[config.mk]
export PLATFORM = sky130hd
export DESIGN_NAME = bscan_sigpat
export DESIGN_NICKNAME = d
export VERILOG_FILES = /design/src/rtl/bsc_pkg.sv /design/src/rtl/bsc_in_group.sv /design/src/rtl/bsc_out_group.sv /design/src/rtl/bsc_out_latch.sv /design/src/rtl/bscan_sigpat.sv
export SDC_FILE = /design/constraint.sdc
export NUM_CORES = 1
export LEC_CHECK = 0
export ABC_AREA = 1
export BUFFER_PORTS_ARGS = -buffer_cell sky130_fd_sc_hd__buf_2
export CAP_MARGIN = 20
export CORE_UTILIZATION = 40
export CTS_CLUSTER_SIZE = 8
export DETAILED_ROUTE_END_ITERATION = 10
export PLACE_DENSITY_LB_ADDON = 0.05
export SKIP_LAST_GASP = 1
export SYNTH_ARGS = -nofsm -noshare
export SYNTH_HDL_FRONTEND = slang
export SYNTH_HIERARCHICAL = 1
export SYNTH_SLANG_ARGS = --single-unit
[constraint.sdc]
create_clock -name tck -period 1.34 [get_ports tck]
set_input_delay 0.067 -clock tck [delete_from_list [all_inputs] [get_ports tck]]
set_output_delay 0.067 -clock tck [all_outputs]
set_load 0.05 [all_outputs]
[src/rtl/bsc_pkg.sv]
package bsc_pkg;
  typedef enum logic [1:0] {
    TF_PLAIN = 2'd0,
    TF_SIG   = 2'd1,
    TF_PAT   = 2'd2,
    TF_CNT   = 2'd3
  } tf_mode_e;

  // Maximal-length tap mask for a left-shifting LFSR of width w.
  function automatic logic [31:0] lfsr_mask(input int w);
    case (w)
      2:       return 32'h3;
      3:       return 32'h6;
      4:       return 32'hC;
      5:       return 32'h14;
      6:       return 32'h30;
      7:       return 32'h60;
      16:      return 32'hB400;
      default: return 32'hB8;
    endcase
  endfunction
endpackage

[src/rtl/bsc_in_group.sv]
module bsc_in_group import bsc_pkg::*; #(
  parameter int W = 8
) (
  input  logic         tck,
  input  logic         trst_n,
  input  logic         capture,
  input  logic         shift,
  input  logic         tick,
  input  logic         sig_en,
  input  logic [W-1:0] pin_in,
  input  logic         ser_in,
  output logic [W-1:0] q
);
  localparam logic [W-1:0] TAPS = W'(lfsr_mask(W));

  logic fb;
  assign fb = ^(q & TAPS);

  always_ff @(posedge tck or negedge trst_n) begin
    if (!trst_n)            q <= '0;
    else if (capture)       q <= pin_in;
    else if (shift)         q <= {ser_in, q[W-1:1]};
    else if (tick && sig_en) q <= {q[W-2:0], fb} ^ pin_in;
  end
endmodule

[src/rtl/bsc_out_group.sv]
module bsc_out_group import bsc_pkg::*; #(
  parameter int W = 8
) (
  input  logic         tck,
  input  logic         trst_n,
  input  logic         capture,
  input  logic         shift,
  input  logic         tick,
  input  tf_mode_e     mode,
  input  logic [W-1:0] sys_out,
  input  logic         ser_in,
  output logic [W-1:0] q
);
  localparam logic [W-1:0] TAPS = W'(lfsr_mask(W));
  localparam logic [W-1:0] ONE  = W'(1);

  logic         fb;
  logic [W-1:0] nxt;
  assign fb = ^(q & TAPS);

  always_comb begin
    nxt = q;
    case (mode)
      TF_PAT:  nxt = (q == '0) ? ONE : {q[W-2:0], fb};
      TF_CNT:  nxt = q + ONE;
      default: nxt = q;
    endcase
  end

  always_ff @(posedge tck or negedge trst_n) begin
    if (!trst_n)      q <= '0;
    else if (capture) q <= sys_out;
    else if (shift)   q <= {ser_in, q[W-1:1]};
    else if (tick)    q <= nxt;
  end
endmodule

[src/rtl/bsc_out_latch.sv]
module bsc_out_latch #(
  parameter int W = 8
) (
  input  logic         tck,
  input  logic         trst_n,
  input  logic         load,
  input  logic [W-1:0] d,
  output logic [W-1:0] q
);
  always_ff @(negedge tck or negedge trst_n) begin
    if (!trst_n)   q <= '0;
    else if (load) q <= d;
  end
endmodule

[src/rtl/bscan_sigpat.sv]
module bscan_sigpat import bsc_pkg::*; #(
  parameter int W = 8
) (
  input  logic         tck,
  input  logic         trst_n,
  input  logic         test_mode,
  input  logic         capture_dr,
  input  logic         shift_dr,
  input  logic         update_dr,
  input  logic         run_idle,
  input  logic [1:0]   func_sel,
  input  logic         tdi,
  output logic         tdo,
  input  logic [W-1:0] pin_in,
  input  logic [W-1:0] sys_out,
  output logic [W-1:0] pin_out
);
  tf_mode_e     mode;
  logic         tick, sig_en, auto_load;
  logic [W-1:0] in_q, out_q, lat_q;

  assign mode      = tf_mode_e'(func_sel);
  assign tick      = run_idle && !capture_dr && !shift_dr;
  assign sig_en    = (mode == TF_SIG) || (mode == TF_CNT);
  assign auto_load = (mode == TF_PAT) || (mode == TF_CNT);

  bsc_out_group #(.W(W)) u_out (
    .tck(tck), .trst_n(trst_n), .capture(capture_dr), .shift(shift_dr),
    .tick(tick), .mode(mode), .sys_out(sys_out), .ser_in(tdi), .q(out_q)
  );

  bsc_in_group #(.W(W)) u_in (
    .tck(tck), .trst_n(trst_n), .capture(capture_dr), .shift(shift_dr),
    .tick(tick), .sig_en(sig_en), .pin_in(pin_in), .ser_in(out_q[0]),
    .q(in_q)
  );

  bsc_out_latch #(.W(W)) u_lat (
    .tck(tck), .trst_n(trst_n), .load(update_dr || auto_load),
    .d(out_q), .q(lat_q)
  );

  assign tdo     = in_q[0];
  assign pin_out = test_mode ? lat_q : sys_out;
endmodule

Word-level counts from Yosys, hierarchy flattened
Cells that the tools add are included.
{"block": "op_classes", "addsub": 1, "n_eq_ne": 3, "n_mux": 9, "bitwise_logic": 1, "reduce_logical": 15}
{"operator": "8-bit 2-to-1 mux", "count": 8}
{"operator": "8-bit one-hot mux with 2 select lines", "count": 1}
{"operator": "8-bit XOR reduction", "count": 2}
{"operator": "8-bit by 1-bit adder with 8-bit output, second input constant", "count": 1}
{"operator": "8-bit logical NOT", "count": 1}
{"operator": "8-bit bitwise XOR", "count": 1}
{"operator": "3-bit nonzero test", "count": 2}
{"operator": "2-bit equality test, second input constant", "count": 2}
{"operator": "4-bit nonzero test", "count": 1}
{"operator": "1-bit logical AND", "count": 3}
{"operator": "1-bit logical OR", "count": 3}
{"operator": "2-bit by 1-bit equality test with 1-bit output, second input constant", "count": 1}
{"operator": "1-bit logical NOT", "count": 2}
{"operator": "2-bit AND reduction", "count": 1}
{"block": "word_totals", "register_bits": 24, "in_bits": 26, "output_inout_bits": 9, "elab_cells": 32}

Logic depth before layout (Yosys ltp)
{"block": "depth", "depth_word": 7, "mapped_depth": 12, "depth_no_buf": 12}

Cells and area by module
The synthesis kept the hierarchy.
{"module": "bsc_out_group", "instances": 1, "cells_per_inst": 133, "area_each_um2": 805.8}
{"module": "bsc_in_group", "instances": 1, "cells_per_inst": 83, "area_each_um2": 658.1}
{"module": "bsc_out_latch", "instances": 1, "cells_per_inst": 34, "area_each_um2": 305.3}
{"module": "bscan_sigpat", "instances": 1, "cells_per_inst": 31, "area_each_um2": 133.9}

==> metrics <==
Slew Limit Headroom 78.5%; met3 usage 2.28%; cts bufs inserted 3; EDFF count, synth 0; worst r2r path cells 3; largest area contributor in the netlist nand2_1; Nets 382; Starting Density 42.5%; Die X 71.0 um; PortBufs 34; Hold Violations, Final 0; DR vias/cell 4.96; initial antenna violation count 0; Crit. Startpoint u_lat/q[3]$_DFFE_NN0P_; Reg2Reg Capture Point u_lat/q[1]$_DFFE_NN0P_; clock slew at reported path FFs 0.09 ns; status complete, but fails checks; clock skew 0.0114 ns; final setup vio count 19; main combinational cell family by area after synthesis simple AND/OR/NAND/NOR gates; first-pass GRT wire length 9070 um; GRT met1 Usage 35.2%; CTS Sinks 24; share of layout cells above drive strength 1 45.3%; DP Wirelength 3830 um; Synth top area share 21.1%; number of global-route vias before repair 1905; leakage power 0.00137 uW; Crit path required time 1.27 ns; Critical Path End pin_out[3]; Area contributors post-synth nand2_1 21%, dfrtp_1 21%, dfrtn_1 11%, nor2_1 5.3%, nand3_1 3.9%; sequential fraction of the synthesis area 31.6%; Final WS setup -0.393 ns; Syn Inst Count 281; Synth Area in Simple Gates 36.7%; mapped cell area 1900 sq um; Synth Area in XOR/XNOR 3.22%; Max-Cap Viols 0; Data arrival, critical path 1.67 ns; Avg WL per Cell 12.8 um; Total Routing Usage GR 22.7%; DRC viols 1; Worst Path Max Fanout 2; Post-DRT Antenna Nets 0; YS warnings 6; IO Count 35; worst skew pair latency 0.27 ns; GRT overflow 0; FF/Latch Area 603 sq um; die area 5040 sq um; multiplexer area fraction after synthesis 0%; Iter 0 DRT Violations 132; crit start category register; Setup WS pre-CTS -0.213 ns; CP Class register to output port; Row Count 24; global placer's final weighted congestion 0.898; via count 2000; HP Class input pin to register; Synth Register Bits 24; Worst-Margin Slew 0.323 ns; CORE AREA 4470 sq um; largest net degree at the start of global routing 16; Die Ht 71.0 um; Multi-input gate area 1340 sq um; CTS H-Tree Depth 1; met2 Use GR 34.0%; Post-synth top cells 107 x nand2_1, 27 x nor2_1, 18 x inv_1; CTS Root Cell clkbuf_8; most common cell in the netlist nand2_1; asr flop ratio synth 100%; Synth cell types 35; GR peak layer met1; FF-to-FF Start u_out/q[1]$_DFFE_PN0P_; VDD IR max 0.000491 V; drt first pass iters 11; CTS tree yes; final core utilization 61.6%; Cell Pwr Density 1000 nW/um^2; crit end category output port; Avg Inst Size Synth 6.77 sq um; drt total wl 5170 um; Fill cells 433; worst-case clock buffer depth 2; Max Slew Vio Count 0; Adder-Cell Fraction of Synth Area 2.63%; failing checks design-rule violations, negative setup slack; RSZ-0062 raised after global routing yes; Compound-Gate Fraction of Synth Area 17.0%; Setup Total Neg Slack -3.81 ns; Layout area overhead 44.8%; Primary FF master, synth dfrtp_1; antenna cells 0; synthesized net count 311; Register-to-Register Setup Slack -0.16 ns
## routing by layer
layer | routed length, um | part of all wire (%)
met5 | 0 | 0
met4 | 55 | 1.1
met3 | 153 | 3.0
met2 | 2180 | 42
met1 | 2780 | 54
## where the power goes
| group | total, uW | internal (uW) | leakage, uW | switching (uW) |
|---|---|---|---|---|
| clock network | 507 | 263 | 0.0000288 | 244 |
| logic | 1310 | 589 | 0.00106 | 722 |
| registers | 939 | 837 | 0.000280 | 103 |
## how the worst min path moves through the flow
stage	startpoint	end	slack, ns	cells after the start
floorplan	trst_n	u_in/q[0]$_DFFE_PN0P_	-0.23	0
global placement	trst_n	u_in/q[4]$_DFFE_PN0P_	-0.03	1
detailed placement	trst_n	u_in/q[4]$_DFFE_PN0P_	-0.03	1
CTS	pin_in[7]	u_in/q[7]$_DFFE_PN0P_	0.07	3
global route	pin_in[7]	u_in/q[7]$_DFFE_PN0P_	0.08	3
finish	pin_in[7]	u_in/q[7]$_DFFE_PN0P_	0.08	3
## area by class of cell
type	count	area share (%)
clock buffers	4	2.00
inverters	27	4.13
multi-input cells	223	48.8
flip-flops and latches	24	21.9
well taps	52	2.36
repair buffers	73	20.9
## cell usage in the layout, fill, tap and decap left out, types with 3 or more instances in the layout
cell and instances:
a22oi_2 4, buf_8 8, buf_6 8, nor2_1 24, o21ai_1 12, nor2_2 3, buf_2 26, inv_2 13
o21ai_0 7, clkbuf_8 4, nand2_1 77, buf_4 30, dfrtp_1 14, nand3_1 10, inv_1 12, xor2_1 6
a31oi_1 3, a21oi_1 10, nand2_4 10, a21oi_2 6, ha_4 3, nor2_4 4, nand3_2 6, nand2_2 25
dfrtn_1 8
## repair_timing
action,4_1_cts,5_1_grt
pin swaps,16,14
endpoints found under the setup margin,19,24
buffers inserted,13,10
hold buffers,1,0
gates resized for setup,54,23
hold endpoints to repair,4,0
## stage by stage
stage	instance area, sq um	total power [uW]	hold slack, ns	cells
floorplan	1980	1600	-0.229	281
global placement	2290	1910	-0.0320	377
detailed placement	2290	1920	-0.0271	377
CTS	2620	2650	0.0698	394
global route	2760	2960	0.0790	403
finish	2760	2760	0.0778	403
## cells by family after synthesis
logic type | Yosys count
AND/OR/NAND/NOR | 164
XOR/XNOR | 7
flip-flops | 24
buffers and inverters | 34
AO/OA/AOI/OAI | 48
adder cells (fa/ha/maj) | 4
## flip-flops by register name (all words and copies together), names as in the netlist
| signal | cells |
|---|---|
| u_in/q | 8 |
| u_out/q | 8 |
| u_lat/q | 8 |
## worst max-delay path, stage by stage, from the launching register on
cell and delay, ns:
dfrtn_1 0.43, nand2_2 0.08, nand2_4 0.07, buf_8 0.14
Note: power is estimated with default switching activity, not from simulation.
